<file path="src/rtl/brom_pkg.sv">
package brom_pkg;

  typedef enum logic [2:0] {
    ST_IDLE  = 3'd0,
    ST_START = 3'd1,
    ST_WFST  = 3'd2,
    ST_DMID  = 3'd3,
    ST_WNXT  = 3'd4,
    ST_DLAST = 3'd5
  } brom_state_e;

  function automatic logic is_wait_state(brom_state_e s);
    return (s == ST_WFST) || (s == ST_WNXT);
  endfunction

  function automatic logic is_data_state(brom_state_e s);
    return (s == ST_DMID) || (s == ST_DLAST);
  endfunction

endpackage

</file>
<file path="src/rtl/brom_wait_ctr.sv">
module brom_wait_ctr #(
  parameter int WAIT_W = 4
) (
  input  logic              clk,
  input  logic              rst_n,
  input  logic              load,
  input  logic [WAIT_W-1:0] load_val,
  input  logic              active,
  input  logic              wait_req,
  output logic              on_last,
  output logic              extend,
  output logic              expired
);
  localparam logic [WAIT_W-1:0] ONE = WAIT_W'(1);

  logic [WAIT_W-1:0] cnt_q;

  // the memory's wait input only matters on the last programmed cycle
  assign on_last = active && (cnt_q == ONE);
  assign extend  = on_last && wait_req;
  assign expired = on_last && !wait_req;

  always_ff @(posedge clk or negedge rst_n) begin
    if (!rst_n)
      cnt_q <= '0;
    else if (load)
      cnt_q <= load_val;
    else if (active && !on_last)
      cnt_q <= cnt_q - ONE;
  end

endmodule

</file>
<file path="src/rtl/brom_beat_addr.sv">
module brom_beat_addr #(
  parameter int ADDR_W = 26,
  parameter int BEATS  = 4,
  parameter int LSB_W  = 2
) (
  input  logic                       clk,
  input  logic                       rst_n,
  input  logic                       start,
  input  logic [ADDR_W-1:0]          start_addr,
  input  logic                       advance,
  output logic [ADDR_W-1:0]          addr,
  output logic [$clog2(BEATS)-1:0]   slot,
  output logic                       last_beat,
  output logic                       next_last
);
  localparam int OFF_W  = $clog2(BEATS);
  localparam int LINE_W = OFF_W + LSB_W;
  localparam int UP_W   = ADDR_W - LINE_W;

  logic [UP_W-1:0]  upper_q;
  logic [OFF_W-1:0] first_q;
  logic [OFF_W-1:0] beat_q;

  always_ff @(posedge clk or negedge rst_n) begin
    if (!rst_n) begin
      upper_q <= '0;
      first_q <= '0;
      beat_q  <= '0;
    end else if (start) begin
      upper_q <= start_addr[ADDR_W-1:LINE_W];
      first_q <= start_addr[LINE_W-1:LSB_W];
      beat_q  <= '0;
    end else if (advance) begin
      beat_q  <= beat_q + OFF_W'(1);
    end
  end

  // modular add of OFF_W bits wraps inside the aligned line
  assign slot      = first_q + beat_q;
  assign addr      = {upper_q, slot, {LSB_W{1'b0}}};
  assign last_beat = (beat_q == OFF_W'(BEATS - 1));
  assign next_last = (beat_q == OFF_W'(BEATS - 2));

endmodule

</file>
<file path="src/rtl/brom_line_buf.sv">
module brom_line_buf #(
  parameter int DATA_W = 32,
  parameter int BEATS  = 4
) (
  input  logic                       clk,
  input  logic                       rst_n,
  input  logic                       capture,
  input  logic [$clog2(BEATS)-1:0]   slot,
  input  logic [DATA_W-1:0]          data,
  output logic [BEATS*DATA_W-1:0]    line
);
  localparam int OFF_W = $clog2(BEATS);

  for (genvar g = 0; g < BEATS; g++) begin : g_word
    logic [DATA_W-1:0] word_q;
    always_ff @(posedge clk or negedge rst_n) begin
      if (!rst_n)
        word_q <= '0;
      else if (capture && (slot == OFF_W'(g)))
        word_q <= data;
    end
    assign line[g*DATA_W +: DATA_W] = word_q;
  end

endmodule

</file>
<file path="src/rtl/brom_burst_seq.sv">
module brom_burst_seq
  import brom_pkg::*;
#(
  parameter int ADDR_W = 26,
  parameter int DATA_W = 32,
  parameter int BEATS  = 4,
  parameter int NUM_CS = 8,
  parameter int WAIT_W = 4
) (
  input  logic                      clk,
  input  logic                      rst_n,
  input  logic                      req_valid,
  input  logic [ADDR_W-1:0]         req_addr,
  input  logic [$clog2(NUM_CS)-1:0] req_cs,
  input  logic [WAIT_W-1:0]         cfg_first_wait,
  input  logic [WAIT_W-1:0]         cfg_next_wait,
  output logic                      rsp_done,
  output logic [BEATS*DATA_W-1:0]   rsp_data,
  output logic [NUM_CS-1:0]         bus_cs_n,
  output logic [ADDR_W-1:0]         bus_addr,
  output logic                      bus_rd_n,
  output logic                      bus_bs_n,
  input  logic [DATA_W-1:0]         bus_data,
  input  logic                      bus_wait_n
);
  localparam int CS_IDX_W = $clog2(NUM_CS);
  localparam int OFF_W    = $clog2(BEATS);
  localparam int LSB_W    = $clog2(DATA_W / 8);

  brom_state_e state_q, state_d;
  logic [CS_IDX_W-1:0] cs_q;
  logic [WAIT_W-1:0]   fw_q, nw_q;
  logic                done_q;

  // named internal events, also observed by the checker
  logic accept, busy, capture_evt, advance_evt, wait_extend, wait_expired, wait_last;
  logic load_first, load_next;
  logic [WAIT_W-1:0] load_val;
  logic [OFF_W-1:0]  slot;
  logic last_beat, next_last;

  assign busy        = (state_q != ST_IDLE);
  assign accept      = (state_q == ST_IDLE) && req_valid;
  assign capture_evt = is_data_state(state_q);
  assign advance_evt = (state_q == ST_DMID);
  assign load_first  = (state_q == ST_START) && (fw_q != '0);
  assign load_next   = (state_q == ST_DMID) && (nw_q != '0);
  assign load_val    = load_first ? fw_q : nw_q;

  brom_wait_ctr #(.WAIT_W(WAIT_W)) u_wait (
    .clk      (clk),
    .rst_n    (rst_n),
    .load     (load_first || load_next),
    .load_val (load_val),
    .active   (is_wait_state(state_q)),
    .wait_req (!bus_wait_n),
    .on_last  (wait_last),
    .extend   (wait_extend),
    .expired  (wait_expired)
  );

  brom_beat_addr #(.ADDR_W(ADDR_W), .BEATS(BEATS), .LSB_W(LSB_W)) u_addr (
    .clk        (clk),
    .rst_n      (rst_n),
    .start      (accept),
    .start_addr (req_addr),
    .advance    (advance_evt),
    .addr       (bus_addr),
    .slot       (slot),
    .last_beat  (last_beat),
    .next_last  (next_last)
  );

  brom_line_buf #(.DATA_W(DATA_W), .BEATS(BEATS)) u_buf (
    .clk     (clk),
    .rst_n   (rst_n),
    .capture (capture_evt),
    .slot    (slot),
    .data    (bus_data),
    .line    (rsp_data)
  );

  always_comb begin
    state_d = state_q;
    unique case (state_q)
      ST_IDLE:  if (accept) state_d = ST_START;
      ST_START: if (fw_q != '0)   state_d = ST_WFST;
                else if (last_beat) state_d = ST_DLAST;
                else              state_d = ST_DMID;
      ST_WFST:  if (wait_expired) state_d = last_beat ? ST_DLAST : ST_DMID;
      ST_DMID:  if (nw_q != '0)   state_d = ST_WNXT;
                else              state_d = next_last ? ST_DLAST : ST_DMID;
      ST_WNXT:  if (wait_expired) state_d = last_beat ? ST_DLAST : ST_DMID;
      ST_DLAST: state_d = ST_IDLE;
      default:  state_d = ST_IDLE;
    endcase
  end

  always_ff @(posedge clk or negedge rst_n) begin
    if (!rst_n) begin
      state_q <= ST_IDLE;
      cs_q    <= '0;
      fw_q    <= '0;
      nw_q    <= '0;
      done_q  <= 1'b0;
    end else begin
      state_q <= state_d;
      done_q  <= (state_q == ST_DLAST);
      if (accept) begin
        cs_q <= req_cs;
        fw_q <= cfg_first_wait;
        nw_q <= cfg_next_wait;
      end
    end
  end

  assign rsp_done = done_q;
  assign bus_cs_n = busy ? ~(NUM_CS'(1) << cs_q) : '1;
  assign bus_rd_n = !busy;
  assign bus_bs_n = (state_q != ST_START);

endmodule

</file>
<file path="config.mk">
export PLATFORM = sky130hd
export DESIGN_NAME = brom_burst_seq
export DESIGN_NICKNAME = d
export VERILOG_FILES = /design/src/rtl/brom_pkg.sv /design/src/rtl/brom_wait_ctr.sv /design/src/rtl/brom_beat_addr.sv /design/src/rtl/brom_line_buf.sv /design/src/rtl/brom_burst_seq.sv
export SDC_FILE = /design/constraint.sdc
export NUM_CORES = 1
export LEC_CHECK = 0
export BUFFER_PORTS_ARGS = -buffer_cell sky130_fd_sc_hd__buf_4
export CELL_PAD_IN_SITES_DETAIL_PLACEMENT = 1
export CELL_PAD_IN_SITES_GLOBAL_PLACEMENT = 1
export CORE_MARGIN = 8
export CORE_UTILIZATION = 34
export CTS_CLUSTER_DIAMETER = 40
export DETAILED_ROUTE_END_ITERATION = 10
export PLACE_DENSITY = 0.79
export SYNTH_ARGS = -nofsm -noshare
export SYNTH_HDL_FRONTEND = slang
export SYNTH_SLANG_ARGS = --single-unit
</file>
<file path="constraint.sdc">
create_clock -name clk -period 4.02 [get_ports clk]
set_input_delay 0.804 -clock clk [delete_from_list [all_inputs] [get_ports clk]]
set_output_delay 0.804 -clock clk [all_outputs]
set_load 0.01 [all_outputs]
</file>
==> results.cfg, run 1 <==
[yosys]
synthesis.area_um2 = 7230
yosysWarnings = 0
synth-simple-area-share_pct = 4.16
ys_async_sr_fraction_pct = 100
synth_xor_xnor_area_share_pct = 0.468
synth.ff_latch_count = 173
ys.flop_type = dfrtp_1
syn_inst = 469
synth_fa_ha_area_share_pct = 0.866
synth_compound_area_share_pct = 2.61
synth_top_family_by_area = multiplexers
yosysUniqueCellTypes = 43
synthMuxAreaShare_pct = 29.1
yosysSeqAreaShare_pct = 59.9
avgSynthCellArea_um2 = 15.4
synth-edff-count = 0

[place]
io_buffers = 233
dp_hpwl_um = 15300
gp_congestion = 0.801
dp.cells = 960

[sta]
tightest_slew_ns = 1.18
max_slew_margin_pct = 20.1
timing.fmax_mhz = 364
maxSlewViolCount = 0
fin_skew_ns = 0.0125
setup_viol = 0
whs_ns = 0.509
finalHoldViolations = 0
grt_setup_unrepaired = no
period_share_pct = 68.3
fin_crit_ns = 2.75
fin_setup_tns_ns = 0

[final_layout]
final_common_cell = buf_4
final_util_pct = 46.9
final_cell_count_no_fill = 992
drive_gt1_share_pct = 61.8
fin_nets = 782
final_cell_mix = buf_4 (238), dfrtp_1 (173), mux2_2 (103)
insertedDiodeCount = 0
syn_to_final_growth_pct = 36.0

[drt]
via_count = 4817
ant_nets = 0
drtIter0Drc = 175
viasPerCell = 4.86
drc = 0
avgRoutedWirePerCell_um = 21.1
wl_um = 21000
firstDrtPassIters = 4

[setup_path]
path_cells = xor2_2 > nand2_1 > or3_2 > buf_4 > mux2_4
critPathMaxStageDelay_ns = 0.79
reg2reg_from = state_q[2]$_DFFE_PN0P_
r2r_setup_slack_ns = 1.27
crit_path_start_kind = flop
critPathBufInv = 1
crit_arrival_ns = 3.05
cp_top_family = simple AND/OR/NAND/NOR gates
r2r_cells = 5
required_ns = 4.33
crit_start = state_q[2]$_DFFE_PN0P_
r2r_end = u_buf.g_word[1].word_q[30]$_DFFE_PN0P_
cp.depth = 5
crit_end = u_buf.g_word[1].word_q[30]$_DFFE_PN0P_
worst_path_max_delay_cell = or3_2
crit_path_max_fanout = 18
path_class = flop to flop
end_kind = flop

[global_routing]
grt.total_usage_pct = 16.0
antenna_found_initial = 0
overflow = 0
grt_pass1_wl_um = 33100
grt_max_degree = 107
grt_pass1_vias = 5530

[clock_tree]
cts.path.max_buffers = 2
h-tree-depth = 4
clock_latency_ns = 0.42
cts_tree = yes
cts_buffers = 17
post_cts.repair.setup_buffers = 0
cts-root-buf = clkbuf_16
clock_sinks = 173
cts_resized = 0
ctsHoldBuffers = 0
path_clk_slew_ns = 0.08

[pwr]
p_leak_nw = 4.74
p_per_area_nw_per_um2 = 916
total_power_mw = 9.00
ir_drop_v = 0.000347

[die]
die_h_um = 162
start_util_pct = 34.5
dieArea_um2 = 26200
rows = 53
core-area_um2 = 21000
die_x_um = 162
io_pins = 238

[run_status]
status = finished clean

[min_path]
hp-class = input pin to asynchronous set/reset pin

[run]
drv_cap = 0
[registers in the layout, indices dropped and copies added, names as in the netlist]
signal,count
u_wait.cnt_q,4
cs_q,3
nw_q,4
state_q,3
u_addr.beat_q,2
rsp_done,1
fw_q,4
u_buf.g_word.word_q,128
u_addr.first_q,2
u_addr.upper_q,22
[worst min-delay path by stage]
stage / from / endpoint / slack (ns) / cells after the start
global route: u_buf.g_word[3].word_q[27]$_DFFE_PN0P_ / u_buf.g_word[3].word_q[27]$_DFFE_PN0P_ / 0.53 / 1
finish: rst_n / u_buf.g_word[0].word_q[6]$_DFFE_PN0P_ / 0.51 / 1
floorplan: u_addr.first_q[0]$_DFFE_PN0P_ / u_addr.first_q[0]$_DFFE_PN0P_ / 0.48 / 1
CTS: u_buf.g_word[3].word_q[27]$_DFFE_PN0P_ / u_buf.g_word[3].word_q[27]$_DFFE_PN0P_ / 0.52 / 1
global placement: u_addr.upper_q[19]$_DFFE_PN0P_ / u_addr.upper_q[19]$_DFFE_PN0P_ / 0.49 / 1
detailed placement: u_buf.g_word[1].word_q[14]$_DFFE_PN0P_ / u_buf.g_word[1].word_q[14]$_DFFE_PN0P_ / 0.50 / 1
[where the power goes]
group	internal, mW	leakage, nW	switching, mW
clock network	0.839	0.284	0.807
registers	2.64	2.05	0.622
logic	2.34	2.41	1.75
[cell type report]
class | instances | area (um2)
Fill cell | 2141 | 11100
Sequential cell | 173 | 4330
Multi-Input combinational cell | 262 | 2700
Timing Repair Buffer | 240 | 1820
Clock buffer | 17 | 425
Tap cell | 275 | 344
Clock inverter | 15 | 169
Inverter | 10 | 37.5
[metal layers]
metal	vias up	track usage, %	wire [um]
li1	2149	-	-
met1	2457	20.0	9000
met2	193	25.8	9970
met3	18	5.32	1660
met4	0	4.97	323
met5	-	0	0
[synth_stat cells (2+ instances only)]
master    count  share of area, %
o22a_1        2              0.24
xnor2_1       2              0.24
nand2_1       9              0.47
mux2i_1       4              0.55
clkbuf_1      4              0.21
dfrtp_1     173                60
nor3_1        7              0.48
mux2_2      103                16
ha_1          5              0.87
nand4_1       3              0.26
nor2_1       11              0.57
buf_6         6              0.93
nor4_1        4              0.35
nand2b_1      2              0.17
nand3_1       3              0.21
o21ai_0       2              0.14
buf_2         9              0.62
inv_1        10              0.52
mux2_4       60                12
or3_1         2              0.17
o22ai_1       5              0.43
a21oi_1      14              0.97
buf_4         5              0.52
nor2b_1       4              0.35
and2_1        2              0.17
[stage by stage]
| stage | setup slack (ns) | instance area [um2] |
|---|---|---|
| floorplan | 1.88 | 7230 |
| global placement | 1.37 | 9230 |
| detailed placement | 1.31 | 9230 |
| CTS | 1.28 | 9830 |
| global route | 1.13 | 9830 |
| finish | 1.27 | 9830 |
[cell families (layout without fill, tap and decap cells)]
logic type,Yosys count,in the layout
fa+ha+maj,5,5
buf+inv,35,282
other cells,1,2
simple gates,55,55
compound gates,30,30
mux,167,167
xor+xnor,3,3
flops,173,173
(Power assumes the default switching activity.)
==> run 2: changes to the inputs <==
--- a/config.mk
+++ b/config.mk
@@ -5,14 +5,15 @@
 export SDC_FILE = /design/constraint.sdc
 export NUM_CORES = 1
 export LEC_CHECK = 0
+export ABC_AREA = 1
 export BUFFER_PORTS_ARGS = -buffer_cell sky130_fd_sc_hd__buf_4
 export CELL_PAD_IN_SITES_DETAIL_PLACEMENT = 1
 export CELL_PAD_IN_SITES_GLOBAL_PLACEMENT = 1
 export CORE_MARGIN = 8
-export CORE_UTILIZATION = 34
+export CORE_UTILIZATION = 33
 export CTS_CLUSTER_DIAMETER = 40
 export DETAILED_ROUTE_END_ITERATION = 10
-export PLACE_DENSITY = 0.79
+export PLACE_DENSITY = 0.86
 export SYNTH_ARGS = -nofsm -noshare
 export SYNTH_HDL_FRONTEND = slang
 export SYNTH_SLANG_ARGS = --single-unit
==> constraint.sdc (replaced) <==
create_clock -name clk -period 2.3 [get_ports clk]
set_input_delay 0.46 -clock clk [delete_from_list [all_inputs] [get_ports clk]]
set_output_delay 0.46 -clock clk [all_outputs]
set_load 0.01 [all_outputs]
==> run 2 against run 1 <==
Net effect:
- via count rose by 30%
- synthesized cell count is 72% higher
- sequential power is 71% higher
- global-route usage rose by 2.6 points
- critical path depth up 1
- first-iteration DRC count up 71%
- clock power grew 70%
- final area about the same
- wire length is 16% higher
- die area is 1.1% higher
- clock skew shrank 0.0038 ns
- count of clock-buffer cells in the layout increased by 6
==> results.cfg, run 2 <==
[run_status]
status = finished clean

[final_layout]
largest-register = u_buf.g_word.word_q
fillCellCount = 2551
drive_gt1_share_pct = 28.7
top_regs = u_buf.g_word.word_q: 128 flops, u_addr.upper_q: 22 flops
final_common_cell = nand2_1
final_cell_mix = nand2_1 (323), buf_4 (245), dfrtp_1 (173)
final_util_pct = 46.6
largest_register_ffs = 128
syn_to_final_growth_pct = 38.4
fin_nets = 1118
insertedDiodeCount = 0

[die]
die_x_um = 163
io_pins = 238
start_util_pct = 33.7
die_h_um = 163
dieArea_um2 = 26500
rows = 53
core-area_um2 = 21100

[setup_path]
r2r_cells = 9
reg2reg_from = u_addr.beat_q[0]$_DFFE_PN0P_
path_cells = ha_1 > xnor2_1 > nand2_2 > nand2_8 > inv_1 > buf_4
crit_path_start_kind = flop
crit_path_max_fanout = 3
cp_top_family = flip-flops
required_ns = 1.84
r2r_setup_slack_ns = 0.27
worst_path_max_delay_cell = dfrtp_1
critPathMaxStageDelay_ns = 0.40
critPathBufInv = 2
r2r_end = u_buf.g_word[2].word_q[14]$_DFFE_PN0P_
path_class = flop to output pin
end_kind = output pin
crit_arrival_ns = 1.75

[clock_tree]
h-tree-depth = 4
cts-root-buf = clkbuf_16
cts_buffers = 17
cts.path.max_buffers = 2
cts_tree = yes
clock_sinks = 173
path_clk_slew_ns = 0.07
clock_latency_ns = 0.42

[global_routing]
grt_max_degree = 56
antenna_found_initial = 0
overflow = 0
grt.total_usage_pct = 18.6
grt_pass1_vias = 6834
grt_pass1_wl_um = 38500

[yosys]
synth_common_cells = nand2_1 (325), dfrtp_1 (173), o21ai_0 (75)
synthMuxAreaShare_pct = 0
synth-edff-count = 0
syn_inst = 805
synth_fa_ha_area_share_pct = 0.881
synth_top_area_share_pct = 61.0
synthesis.area_um2 = 7100
synth_xor_xnor_area_share_pct = 0.370
yosys.area.top_type = dfrtp_1
synth_compound_area_share_pct = 10.7
yosysUniqueCellTypes = 26
ys_async_sr_fraction_pct = 100
yosysMostFrequentCell = nand2_1
synth-simple-area-share_pct = 21.1
synth_top_family_by_area = simple AND/OR/NAND/NOR gates
yosysSeqAreaShare_pct = 61.0
yosys-top-cells-area = dfrtp_1 (61%), nand2_1 (17%), o21ai_0 (5.3%)
yosysWarnings = 0
avgSynthCellArea_um2 = 8.82
ys.flop_type = dfrtp_1
synth.ff_latch_count = 173

[min_path]
hp-class = input pin to flop
hold_end = u_addr.upper_q[9]$_DFFE_PN0P_
holdPathStages = 3
hp-start = req_addr[13]

[place]
io_buffers = 233
gp_congestion = 0.778
dp_hpwl_um = 17700
pre_cts_ws_ns = 0.348

[pwr]
pwr-share-clk_pct = 17.7
combPwrFrac_pct = 47.2
swShare_pct = 41.1
ir_drop_v = 0.000534
pwr-share-seq_pct = 35.1
p_leak_nw = 5.10
total_power_mw = 15.8
p_switching_mw = 6.51
p_int_mw = 9.32
p_per_area_nw_per_um2 = 1610

[drt]
avgRoutedWirePerCell_um = 18.3
viasPerCell = 4.72
ant_nets = 0
via_count = 6263
drc = 0
drtIter0Drc = 299
wl_um = 24200
firstDrtPassIters = 4

[sta]
fin_skew_ns = 0.00863
fin_crit_ns = 2.21
grt_setup_unrepaired = no
maxSlewViolCount = 0
fin_ws_ns = 0.0857
fin_setup_tns_ns = 0
finalHoldViolations = 0
setup_viol = 0
period_share_pct = 96.3
timing.fmax_mhz = 452

[run]
drv_cap = 0
==> run 2: cell types whose count changed after synthesis, sizes merged, moves of 4 or more <==
cell / previous run / this run
mux2: 163 / 0
inv: 10 / 60
clkbuf: 4 / 14
a21oi: 14 / 3
nor2: 11 / 24
mux2i: 4 / 0
nand2: 9 / 332
nor4: 4 / 0
o21ai: 2 / 147
nor2b: 4 / 0
o22ai: 5 / 0
buf: 21 / 25
nand3: 3 / 13
nor3: 7 / 2
==> run 2: cells by family (layout without fill, tap and decap cells) <==
family          after synthesis  count (layout)
simple gates                374             375
flops                       173             173
compound gates              150             150
buf+inv                      99             344
fa+ha+maj                     5               5
xor+xnor                      3               3
other cells                   1               2
==> run 2: power by group through the flow <==
stage / clock (mW) / combinational, mW / sequential (mW)
after floorplan: 0 / 3.02 / 6.08
after global placement: 0 / 7.17 / 5.50
after detailed placement: 0 / 7.47 / 5.60
after CTS: 2.88 / 7.64 / 5.57
after global routing: 3.01 / 8.29 / 5.76
final: 2.81 / 7.47 / 5.56
==> run 2: worst reg2reg max path, cell delays in order (launching register included) <==
cell,delay [ns]
dfrtp_1,0.40
ha_1,0.25
xnor2_1,0.16
nand2_2,0.19
nand2_8,0.07
buf_4,0.21
nor2_4,0.31
buf_12,0.22
nand2_1,0.09
nand2_1,0.08
==> run 2: stage by stage <==
| step | instances | cell area [um2] | hold WS, ns |
|---|---|---|---|
| final | 1327 | 9820 | 0.234 |
| after global placement | 1292 | 9210 | 0.421 |
| after detailed placement | 1292 | 9210 | 0.419 |
| after global routing | 1327 | 9820 | 0.215 |
| after CTS | 1326 | 9820 | 0.214 |
| after floorplan | 806 | 7100 | 0.164 |
==> run 2: metal layers <==
metal / up-vias / wire length [um] / global-route usage, %
met5: - / 0 / 0
met4: 0 / 582 / 6.51
met3: 31 / 1480 / 6.02
met2: 140 / 12400 / 31.9
met1: 3091 / 9800 / 21.5
li1: 3001 / - / -
==> run 2: repair_timing <==
action / 4_1_cts / 5_1_grt
gates cloned: 1 / 0
endpoints found under the hold margin: 40 / 0
hold buffers: 1 / 0
endpoints found under the setup margin: 1 / 1
setup buffers: 1 / 1
resized for setup: 3 / 0
pin swaps: 1 / 1
==> run 2: worst max path at each step <==
stage / from / end / cells past startpoint
floorplan: u_addr.beat_q[0]$_DFFE_PN0P_ / bus_addr[3] / 6
global placement: u_addr.beat_q[0]$_DFFE_PN0P_ / bus_addr[3] / 6
detailed placement: u_addr.beat_q[0]$_DFFE_PN0P_ / bus_addr[3] / 6
CTS: u_addr.beat_q[0]$_DFFE_PN0P_ / bus_addr[3] / 6
global route: u_addr.beat_q[0]$_DFFE_PN0P_ / bus_addr[3] / 6
finish: u_addr.beat_q[0]$_DFFE_PN0P_ / bus_addr[3] / 6
==> run 2: layout make-up <==
cell class	count	area [um2]	share of cell area, %
inverter	60	225	2.29
tap	275	344	3.50
clock buffer	23	478	4.86
timing repair buffer	253	1980	20.2
sequential	173	4330	44.1
multi-input combinational	535	2380	24.2
clock inverter	8	85.1	0.866
